$ cat config.mk
export PLATFORM = sky130hd
export DESIGN_NAME = triple_sample_validator
export DESIGN_NICKNAME = d
export VERILOG_FILES = /design/src/rtl/triple_sample_validator.sv
export SDC_FILE = /design/constraint.sdc
export NUM_CORES = 1
export LEC_CHECK = 0
export BUFFER_PORTS_ARGS = -buffer_cell sky130_fd_sc_hd__buf_2
export CORE_ASPECT_RATIO = 0.9
export CORE_MARGIN = 4
export CORE_UTILIZATION = 45
export DETAILED_ROUTE_END_ITERATION = 8
export PLACE_DENSITY = 0.71
export SYNTH_ARGS = -nofsm -noshare
export SYNTH_HDL_FRONTEND = slang
export SYNTH_SLANG_ARGS = --single-unit
export TNS_END_PERCENT = 10
$ cat constraint.sdc
create_clock -name clk -period 2.94 [get_ports clk]
set_input_delay 0.441 -clock clk [delete_from_list [all_inputs] [get_ports clk]]
set_output_delay 0.441 -clock clk [all_outputs]
set_load 0.05 [all_outputs]
$ cat src/rtl/triple_sample_validator.sv
module triple_sample_validator #(
  parameter int W         = 64,
  parameter int MAX_TRIES = 150
) (
  input  logic         clk,
  input  logic         rst_n,
  input  logic         req,
  input  logic [W-1:0] cnt_in,
  output logic         valid,
  output logic [W-1:0] result,
  output logic         timeout
);

  localparam int TW = $clog2(MAX_TRIES + 1);

  logic         busy;
  logic [1:0]   fill;
  logic [W-1:0] s_old, s_mid;
  logic [TW-1:0] tries;

  wire rising   = (s_old < s_mid) && (s_mid < cnt_in);
  wire last_try = (tries == TW'(MAX_TRIES - 1));

  always_ff @(posedge clk) begin
    if (!rst_n) begin
      busy    <= 1'b0;
      fill    <= 2'd0;
      s_old   <= '0;
      s_mid   <= '0;
      tries   <= '0;
      valid   <= 1'b0;
      timeout <= 1'b0;
      result  <= '0;
    end else begin
      valid   <= 1'b0;
      timeout <= 1'b0;
      if (!busy) begin
        if (req) begin
          busy  <= 1'b1;
          fill  <= 2'd1;
          s_old <= cnt_in;
          tries <= '0;
        end
      end else if (fill == 2'd1) begin
        s_mid <= cnt_in;
        fill  <= 2'd2;
      end else if (rising || last_try) begin
        valid   <= 1'b1;
        timeout <= !rising;
        result  <= s_mid;
        busy    <= 1'b0;
        fill    <= 2'd0;
      end else begin
        s_old <= s_mid;
        s_mid <= cnt_in;
        tries <= tries + 1'b1;
      end
    end
  end


  valid_pulse_chk: assert property (@(posedge clk) disable iff (!rst_n)
    valid |=> !valid);


  timeout_with_valid_chk: assert property (@(posedge clk) disable iff (!rst_n)
    timeout |-> valid);


  result_below_newest_chk: assert property (@(posedge clk) disable iff (!rst_n)
    (valid && !timeout) |-> (result < $past(cnt_in)));


  result_hold_chk: assert property (@(posedge clk) disable iff (!rst_n)
    !valid |-> $stable(result));


  no_early_valid_chk: assert property (@(posedge clk) disable iff (!rst_n)
    $rose(busy) |-> !valid);


  tries_bound_chk: assert property (@(posedge clk) disable iff (!rst_n)
    busy |-> (int'(tries) < MAX_TRIES));

endmodule

==> flow_summary.yaml, run 1 <==
run_status:
  status: "finished, violations left"
  failed_checks: "setup timing"
sta:
  slew_headroom_pct: 33.1
  grt_setup_unrepaired: "true"
  fin_crit_ns: 3.17
  hold_viol: 0
  maxSlewViolCount: 0
  setup_viol: 201
  tightest_slew_ns: 1.00
  skew_ns: 0.0293
  post-route-period-util_pct: 108
  fmax_mhz: 316
  layout_setup_ws_ns: -0.225
worst_setup_path:
  required_ns: 3.38
  cp_cell_sequence: "ha_4 -> nand4_1 -> nor4_2 -> buf_4 -> nand3_4 -> nand3b_1 -> a2111oi_2 -> a211o_2 -> o21ai_4 -> a21boi_4 -> buf_6 -> buf_12 -> mux2i_1"
  critPathKind: "register to register"
  crit_arrival_ns: 3.60
  crit_family: "compound AO/OA/AOI/OAI gates"
  reg2reg_slack_ns: -0.23
  crit_fanout: 5
  slowest_delay_ns: 0.36
  worst-path-buf-inv: 3
  endpoint_kind: "register"
  cp_slowest_cell: "a2111oi_2"
  start_kind: "register"
clocking:
  h-tree-depth: 1
  cts_buffers: 24
  clk_path_buf_depth: 3
  cts_num_sinks: 205
  clock-root-buffer: "clkbuf_16"
  cts_tree: "built"
  insertion_delay_ns: 0.54
  cts_hold_buf: 0
  clk_pin_slew_worst_paths_ns: 0.06
job:
  drv_cap: 0
pwr:
  total_power_mw: 13.3
  ir_drop_uv: 447
  powerDensity_nw_per_um2: 903
  p_int_mw: 8.28
  p_seq_share_pct: 29.1
  power_frac_comb_pct: 47.4
  power_leakage_nw: 6.99
  switchingPower_mw: 5.01
  swShare_pct: 37.7
  clock_power_share_pct: 23.5
finish:
  nets: 1713
  multi_input_area_sq_um: 6850
  fillerInstances: 2187
  ff_latch_area_sq_um: 4130
  fin_util_pct: 58.5
  drive_above_1_share_pct: 23.9
  synthToLayoutAreaGrowth_pct: 27.9
  num_antenna_cells: 0
floorplan:
  io_pins: 133
  die_h_microns: 160
  num_rows: 55
  die_x_microns: 176
  core_sq_um: 25100
  initial_core_util_pct: 45.8
  dieArea_sq_um: 28200
synthesis:
  syn_area_sq_um: 11500
  yosys_warnings: 0
  synth_edf_count: 0
  synth_seq_area_share_pct: 35.7
  synth_area_per_cell_sq_um: 8.86
  ys_ff_latch: 205
  syn_inst: 1297
  synth_flop_cell: "dfxtp_1"
  synthArstFlopShare_pct: 0
  synth.distinct_cells: 54
  syn-num-nets: 1492
worst_hold_path:
  hp-class: "input pin to register"
global_route:
  grt_pass1_wl_mm: 49.9
  antenna_found_initial: 2
  grt_overflow_total: 0
  grt_usage_pct: 21.0
  grt_pass1_vias: 10100
  grt_max_degree: 104
drt:
  routed_via_density: 5.34
  ant_nets: 0
  wl_per_cell_microns: 16.6
  drt_iter0_markers: 462
  drcViolationCount: 0
  wl_mm: 31.1
  vias: 10000
  dr.pass1.iters: 5
placement:
  port_buffers: 132
  dp_hpwl_mm: 20.2
  gp_congestion: 0.814
-- sequential cells by signal (all words and copies together) (netlist names) --
name	cells
busy	1
tries	8
fill	2
s_old	64
result	64
s_mid	64
timeout	1
valid	1
-- power groups by stage --
stage	registers [mW]	logic (mW)	clock network [mW]
floorplan	3.97	3.58	0
global placement	3.85	5.14	0
detailed placement	3.87	5.28	0
CTS	3.83	5.97	3.18
global route	3.93	6.85	3.30
finish	3.86	6.29	3.12
-- final timing paths --
kind	start	endpoint	depth (start not counted)
max	s_mid[50]	s_mid[63]	13
min reg2reg	result[0]	result[0]	2
min	cnt_in[28]	s_mid[28]	3
max reg2reg	s_mid[50]	s_mid[63]	13
-- area by class of cell --
cell class                      instances  area share, %
Clock inverter                          7          0.825
Timing Repair Buffer                  269           13.5
Multi-Input combinational cell        887           46.6
Clock buffer                           34           4.82
Inverter                              131           3.34
Tap cell                              342           2.91
Sequential cell                       205           28.1
-- kinds of logic after synthesis --
| kind of cell | count (synthesis) | share of synthesized area [%] |
|---|---|---|
| xor gates and xnor gates | 2 | 0.152 |
| and+or+nand+nor | 380 | 14.9 |
| DFF | 205 | 35.7 |
| adders and majority gates | 128 | 13.9 |
| AOI/OAI and AO/OA | 185 | 11.1 |
| buffers and inverters | 205 | 7.58 |
| muxes | 192 | 16.7 |
-- cell usage after synthesis, types with 3 or more instances --
cell type | count | area [sq um]
inv_1 | 130 | 488
o22ai_1 | 4 | 25.0
mux2i_1 | 192 | 1920
nor3_1 | 72 | 360
a211oi_1 | 68 | 510
and2_1 | 4 | 25.0
a221oi_1 | 3 | 26.3
a21o_1 | 23 | 173
o211ai_1 | 5 | 37.5
nand3_1 | 15 | 75.1
nand2_1 | 224 | 841
and3_1 | 3 | 18.8
buf_6 | 10 | 113
nand2b_1 | 5 | 31.3
nand4_1 | 21 | 131
a21oi_1 | 41 | 205
and4_1 | 4 | 35.0
nor2_1 | 16 | 60.1
o21ai_0 | 19 | 95.1
ha_1 | 128 | 1600
dfxtp_1 | 205 | 4100
clkbuf_1 | 45 | 169
buf_2 | 18 | 90.1
nor2b_1 | 5 | 31.3
-- worst reg2reg max path, cell delays in order (launching register included) --
cell	delay, ns
dfxtp_2	0.35
ha_4	0.27
nand4_1	0.17
nor4_2	0.30
buf_4	0.18
nand3_4	0.07
nand3b_1	0.25
a2111oi_2	0.36
a211o_2	0.20
o21ai_4	0.07
a21boi_4	0.29
buf_6	0.18
buf_12	0.15
mux2i_1	0.25
-- per-layer routing --
| metal | global-route usage (%) | share of wire (%) |
|---|---|---|
| met5 | 0 | 0.064 |
| met4 | 5.91 | 3.3 |
| met3 | 3.36 | 4.6 |
| met2 | 35.3 | 47 |
| met1 | 27.9 | 46 |
-- cells in the final DEF, fill, tap and decap left out, types with 13 or more instances in the layout --
| master | synthesis | layout |
|---|---|---|
| ha_1 | 128 | 117 |
| a21o_1 | 23 | 23 |
| o21ai_0 | 19 | 13 |
| nand2_1 | 224 | 222 |
| a211oi_1 | 68 | 59 |
| buf_2 | 18 | 131 |
| mux2i_1 | 192 | 191 |
| inv_1 | 130 | 130 |
| nand4_1 | 21 | 21 |
| buf_4 | 1 | 112 |
| nor2_1 | 16 | 16 |
| nor3_1 | 72 | 71 |
| clkbuf_16 | 0 | 27 |
| dfxtp_1 | 205 | 194 |
| nand3_1 | 15 | 14 |
| a21oi_1 | 41 | 39 |
-- timing repair --
action | CTS | global route
buffers inserted | 7 | 7
pin swaps | 4 | 40
gates resized for setup | 44 | 35
endpoints found under the setup margin | 203 | 204
gates cloned | 6 | 4
-- metrics by stage --
step	setup TNS [ns]	cell area [sq um]	instances	hold slack [ns]	setup WS, ns
after global placement	-57.70	13200	1813	0.442	-0.362
final	-26.30	14700	1875	0.183	-0.225
after global routing	-65.15	14700	1875	0.189	-0.399
after detailed placement	-60.63	13200	1813	0.449	-0.424
after floorplan	0	11500	1297	0.440	0.164
after CTS	-12.75	14400	1867	0.172	-0.165
(Power assumes the default switching activity.)
==> run 2, diff against run 1 <==
--- a/config.mk
+++ b/config.mk
@@ -9,8 +9,9 @@
 export CORE_ASPECT_RATIO = 0.9
 export CORE_MARGIN = 4
 export CORE_UTILIZATION = 45
+export CTS_BUF_LIST = sky130_fd_sc_hd__clkbuf_8
 export DETAILED_ROUTE_END_ITERATION = 8
-export PLACE_DENSITY = 0.71
+export PLACE_DENSITY = 0.77
 export SYNTH_ARGS = -nofsm -noshare
 export SYNTH_HDL_FRONTEND = slang
 export SYNTH_SLANG_ARGS = --single-unit
==> flow_summary.yaml, run 2 (synthesis results as in run 1) <==
clocking:
  clk_path_buf_depth: 3
  cts_hold_buf: 0
  cts_buffers: 38
  clock-root-buffer: "clkbuf_8"
  cts_tree: "built"
  h-tree-depth: 2
  clk_pin_slew_worst_paths_ns: 0.06
  insertion_delay_ns: 0.54
  cts_num_sinks: 205
run_status:
  failed_checks: "setup timing"
  status: "finished, violations left"
worst_setup_path:
  crit_fanout: 16
  start_kind: "register"
  critPathKind: "register to register"
  reg2reg_slack_ns: -0.10
  endpoint_kind: "register"
  r2r_start: "s_mid[59]"
  regToRegEndpoint: "s_old[4]"
  crit_arrival_ns: 3.49
  required_ns: 3.39
  reg2reg_depth: 14
job:
  drv_cap: 0
finish:
  fillerInstances: 2162
  top_regs: "result x64, s_mid x64, s_old x64"
  drive_above_1_share_pct: 23.9
  fin_util_pct: 57.7
  layout_common_cells: "nand2_1, dfxtp_1, mux2i_1"
  nets: 1728
  synthToLayoutAreaGrowth_pct: 26.1
  num_antenna_cells: 0
  stdcell_area_sq_um: 14500
  final_common_cell: "nand2_1"
global_route:
  grt_overflow_total: 0
  grt_usage_pct: 20.2
  grt_pass1_wl_mm: 48.3
  antenna_found_initial: 1
  grt_pass1_vias: 10100
  grt_max_degree: 125
sta:
  fin_crit_ns: 3.04
  post-route-period-util_pct: 104
  layout_setup_ws_ns: -0.104
  fmax_mhz: 329
  setup_viol: 117
  timing.setup.tns_ns: -5.12
  hold_viol: 0
  skew_ns: 0.0312
  tightest_slew_ns: 0.836
  maxSlewViolCount: 0
  slew_headroom_pct: 44.3
  grt_setup_unrepaired: "true"
floorplan:
  die_x_microns: 176
  io_pins: 133
  initial_core_util_pct: 45.8
  die_h_microns: 160
  core_sq_um: 25100
  num_rows: 55
  dieArea_sq_um: 28200
drt:
  wl_per_cell_microns: 16.0
  drcViolationCount: 0
  vias: 10100
  wl_mm: 30.3
  ant_nets: 0
  routed_via_density: 5.32
  dr.pass1.iters: 5
  drt_iter0_markers: 572
placement:
  postPlaceCellArea_sq_um: 13300
  dp_hpwl_mm: 20.6
  gp_congestion: 0.820
  port_buffers: 132
worst_hold_path:
  hp-class: "input pin to register"
  hold_path_depth: 3
  holdCritStartpoint: "cnt_in[11]"
  min_to: "s_mid[11]"
pwr:
  ir_drop_uv: 613
  power_leakage_nw: 7.00
  powerDensity_nw_per_um2: 856
==> run 2: cell count changes in the layout (fill, tap and decap cells not counted), moves of 6 or more <==
cell       before  now
a211oi_1       59   51
a211oi_2        9   17
clkbuf_16      27    4
clkbuf_8        7   39
dfxtp_1       194  200
ha_1          117  124
ha_4           11    4
inv_1         130  142
==> run 2: final cells by class <==
cell class	instances	area [sq um]	area share (%)
Clock buffer	39	537	3.70
Clock inverter	21	121	0.837
Tap cell	342	428	2.95
Sequential cell	205	4110	28.4
Timing Repair Buffer	270	2020	14.0
Inverter	131	492	3.39
Multi-Input combinational cell	887	6790	46.8
==> run 2: worst max-delay path, stage by stage (launching register included) <==
cell and delay [ns]:
dfxtp_1 0.34, ha_4 0.27, nand4_1 0.17, nor4_2 0.32, buf_4 0.18, nand3_4 0.07
nand3b_1 0.23, a2111oi_2 0.27, a211o_2 0.20, buf_6 0.10, o211a_4 0.24, buf_12 0.14
clkbuf_16 0.18, nor3_1 0.07, a211oi_2 0.18
==> run 2: metal layers <==
metal / global-route usage (%) / wire, microns
met3: 3.74 / 1600
met1: 25.6 / 13400
met4: 5.91 / 665
met2: 35.0 / 14700
met5: 0 / 7
==> run 2: per-stage QoR <==
stage | power [mW] | std cells | hold slack (ns) | worst slack (ns)
detailed placement | 9.16 | 1818 | 0.450 | -0.383
floorplan | 7.56 | 1297 | 0.440 | 0.164
global route | 13.3 | 1895 | 0.159 | -0.256
CTS | 12.0 | 1886 | 0.148 | -0.0913
global placement | 9.00 | 1818 | 0.442 | -0.383
finish | 12.4 | 1895 | 0.171 | -0.104
==> run 2: worst max-delay path by stage <==
stage / to / slack [ns] / startpoint / depth (start not counted)
5_1_grt: s_old[58] / -0.26 / s_mid[56] / 14
4_1_cts: s_mid[33] / -0.09 / s_mid[61] / 13
3_3_place_gp: s_mid[3] / -0.38 / cnt_in[62] / 14
2_1_floorplan: s_old[58] / 0.16 / cnt_in[62] / 13
6_report: s_old[4] / -0.10 / s_mid[59] / 14
3_5_place_dp: s_mid[8] / -0.38 / cnt_in[62] / 14
==> run 2: report_power, final <==
group	internal [mW]	total, mW	leakage [nW]	switching [mW]
Combinational	2.87	6.09	4.93	3.22
Sequential	3.38	3.82	1.68	0.434
Clock	1.31	2.52	0.387	1.20
Total	7.56	12.4	7.00	4.86
==> run 2: repair_timing <==
item / CTS / global route
gates cloned: 2 / 5
pin swaps: 10 / 20
gates resized for setup: 18 / 44
endpoints found under the setup margin: 198 / 203
setup buffers: 6 / 4
==> run 3, diff against run 2 <==
--- a/config.mk
+++ b/config.mk
@@ -6,12 +6,14 @@
 export NUM_CORES = 1
 export LEC_CHECK = 0
 export BUFFER_PORTS_ARGS = -buffer_cell sky130_fd_sc_hd__buf_2
+export CAP_MARGIN = 5
 export CORE_ASPECT_RATIO = 0.9
 export CORE_MARGIN = 4
 export CORE_UTILIZATION = 45
 export CTS_BUF_LIST = sky130_fd_sc_hd__clkbuf_8
 export DETAILED_ROUTE_END_ITERATION = 8
 export PLACE_DENSITY = 0.77
+export SETUP_SLACK_MARGIN = 0.05
 export SYNTH_ARGS = -nofsm -noshare
 export SYNTH_HDL_FRONTEND = slang
 export SYNTH_SLANG_ARGS = --single-unit
==> flow_summary.yaml, run 3 (synthesis results as in run 1) <==
run_status:
  status: "finished, violations left"
  failed_checks: "setup timing"
finish:
  drive_above_1_share_pct: 23.1
  final_common_cell: "nand2_1"
  layout_common_cells: "nand2_1, dfxtp_1, mux2i_1"
  stdcell_count: 1893
  synthToLayoutAreaGrowth_pct: 25.4
  top_regs: "result x64, s_mid x64, s_old x64"
  nets: 1725
placement:
  dp_hpwl_mm: 20.6
  gp_congestion: 0.820
  dp_cells: 1818
  port_buffers: 132
  pre_cts_slack_ns: -0.383
pwr:
  total_power_mw: 12.4
  swShare_pct: 39.0
  p_int_mw: 7.56
  ir_drop_uv: 546
  switchingPower_mw: 4.82
  power_frac_comb_pct: 48.8
  clock_power_share_pct: 20.3
  power_leakage_nw: 6.97
  p_seq_share_pct: 30.8
  powerDensity_nw_per_um2: 859
sta:
  hold_viol: 0
  grt_setup_unrepaired: "true"
  tightest_slew_ns: 0.864
  maxSlewViolCount: 0
  slew_headroom_pct: 42.4
  skew_ns: 0.0321
  layout_setup_ws_ns: -0.0799
  fmax_mhz: 331
  setup_viol: 84
  timing.setup.tns_ns: -3.33
  fin_crit_ns: 3.02
  post-route-period-util_pct: 103
  hold-worst-slack_ns: 0.173
global_route:
  antenna_found_initial: 1
  grt_usage_pct: 20.5
  grt_max_degree: 125
  grt_overflow_total: 0
  grt_pass1_wl_mm: 48.8
  grt_pass1_vias: 10200
worst_setup_path:
  required_ns: 3.39
  start_kind: "register"
  cp_cell_sequence: "ha_4 -> nand4_1 -> buf_4 -> buf_4 -> buf_4 -> buf_4 -> o31a_1 -> o211a_1 -> nand4_4 -> o21ai_4 -> a21boi_4 -> buf_12 -> buf_16 -> mux2i_1"
  crit_arrival_ns: 3.47
  critPathKind: "register to register"
  crit_fanout: 19
  slowest_delay_ns: 0.34
  endpoint_kind: "register"
  crit_top_cell: "buf_4"
  cp_slowest_cell: "dfxtp_2"
drt:
  wl_mm: 30.2
  dr.pass1.iters: 5
  vias: 10100
  drt_iter0_markers: 534
  routed_via_density: 5.32
  wl_met1_mm: 13.5
  drcViolationCount: 0
  top_layer: "met5"
  wl_per_cell_microns: 15.9
  ant_nets: 0
  dr_wl_met2_mm: 14.4
  wl_met3_mm: 1.53
clocking:
  cts_buffers: 38
  clk_path_buf_depth: 3
  clk_pin_slew_worst_paths_ns: 0.06
  cts_num_sinks: 205
  insertion_delay_ns: 0.54
  cts_tree: "built"
  clock-root-buffer: "clkbuf_8"
  h-tree-depth: 2
floorplan:
  die_h_microns: 160
  core_sq_um: 25100
  initial_core_util_pct: 45.8
  num_rows: 55
  dieArea_sq_um: 28200
  io_pins: 133
  die_x_microns: 176
job:
  drv_cap: 0
worst_hold_path:
  hp-class: "input pin to register"
[run 3: metal layers]
| layer | up-vias | global-route usage (%) |
|---|---|---|
| li1 | 5007 | - |
| met1 | 4764 | 26.1 |
| met2 | 232 | 35.3 |
| met3 | 70 | 3.72 |
| met4 | 2 | 6.01 |
| met5 | - | 0 |
[run 3: layout make-up]
cell class | count | area [sq um]
multi-input combinational | 887 | 6740
tap | 342 | 428
timing repair buffer | 267 | 1980
clock buffer | 39 | 537
fill | 2176 | 10700
clock inverter | 21 | 121
antenna | 1 | 2.50
sequential | 205 | 4110
inverter | 131 | 492
[run 3: metrics by stage]
step	utilization (%)	area (sq um)
2_1_floorplan	-	11500
3_3_place_gp	52.8	13300
3_5_place_dp	52.8	13300
4_1_cts	56.8	14300
5_1_grt	57.4	14400
6_report	57.4	14400
[run 3: final timing paths]
check	from	endpoint	slack (ns)	cells after the start
worst max register to register	s_mid[58]	s_mid[48]	-0.08	14
worst min register to register	result[14]	result[14]	0.46	2
worst min-delay path	cnt_in[11]	s_mid[11]	0.17	3
worst max-delay path	s_mid[58]	s_mid[48]	-0.08	14
[run 3: timing repair]
item,4_1_cts,5_1_grt
hold buffers,0,0
endpoints found under the setup margin,202,204
pin swaps,13,24
cloned,4,2
resized for setup,36,17
setup buffers,7,1
[run 3: worst max-delay path: cells and delay by family (launching register included)]
family / cells / cell delay, ns
AOI/OAI and AO/OA: 4 / 0.81
adders and majority gates: 1 / 0.26
buffers and inverters: 6 / 0.96
DFF: 1 / 0.34
muxes: 1 / 0.21
and+or+nand+nor: 2 / 0.34
[run 3: power by group through the flow]
stage	Sequential [mW]	Combinational [mW]	Clock (mW)
after floorplan	3.97	3.58	0
after global placement	3.83	5.17	0
after detailed placement	3.85	5.32	0
after CTS	3.81	5.80	2.57
after global routing	3.89	6.62	2.71
final	3.82	6.05	2.52
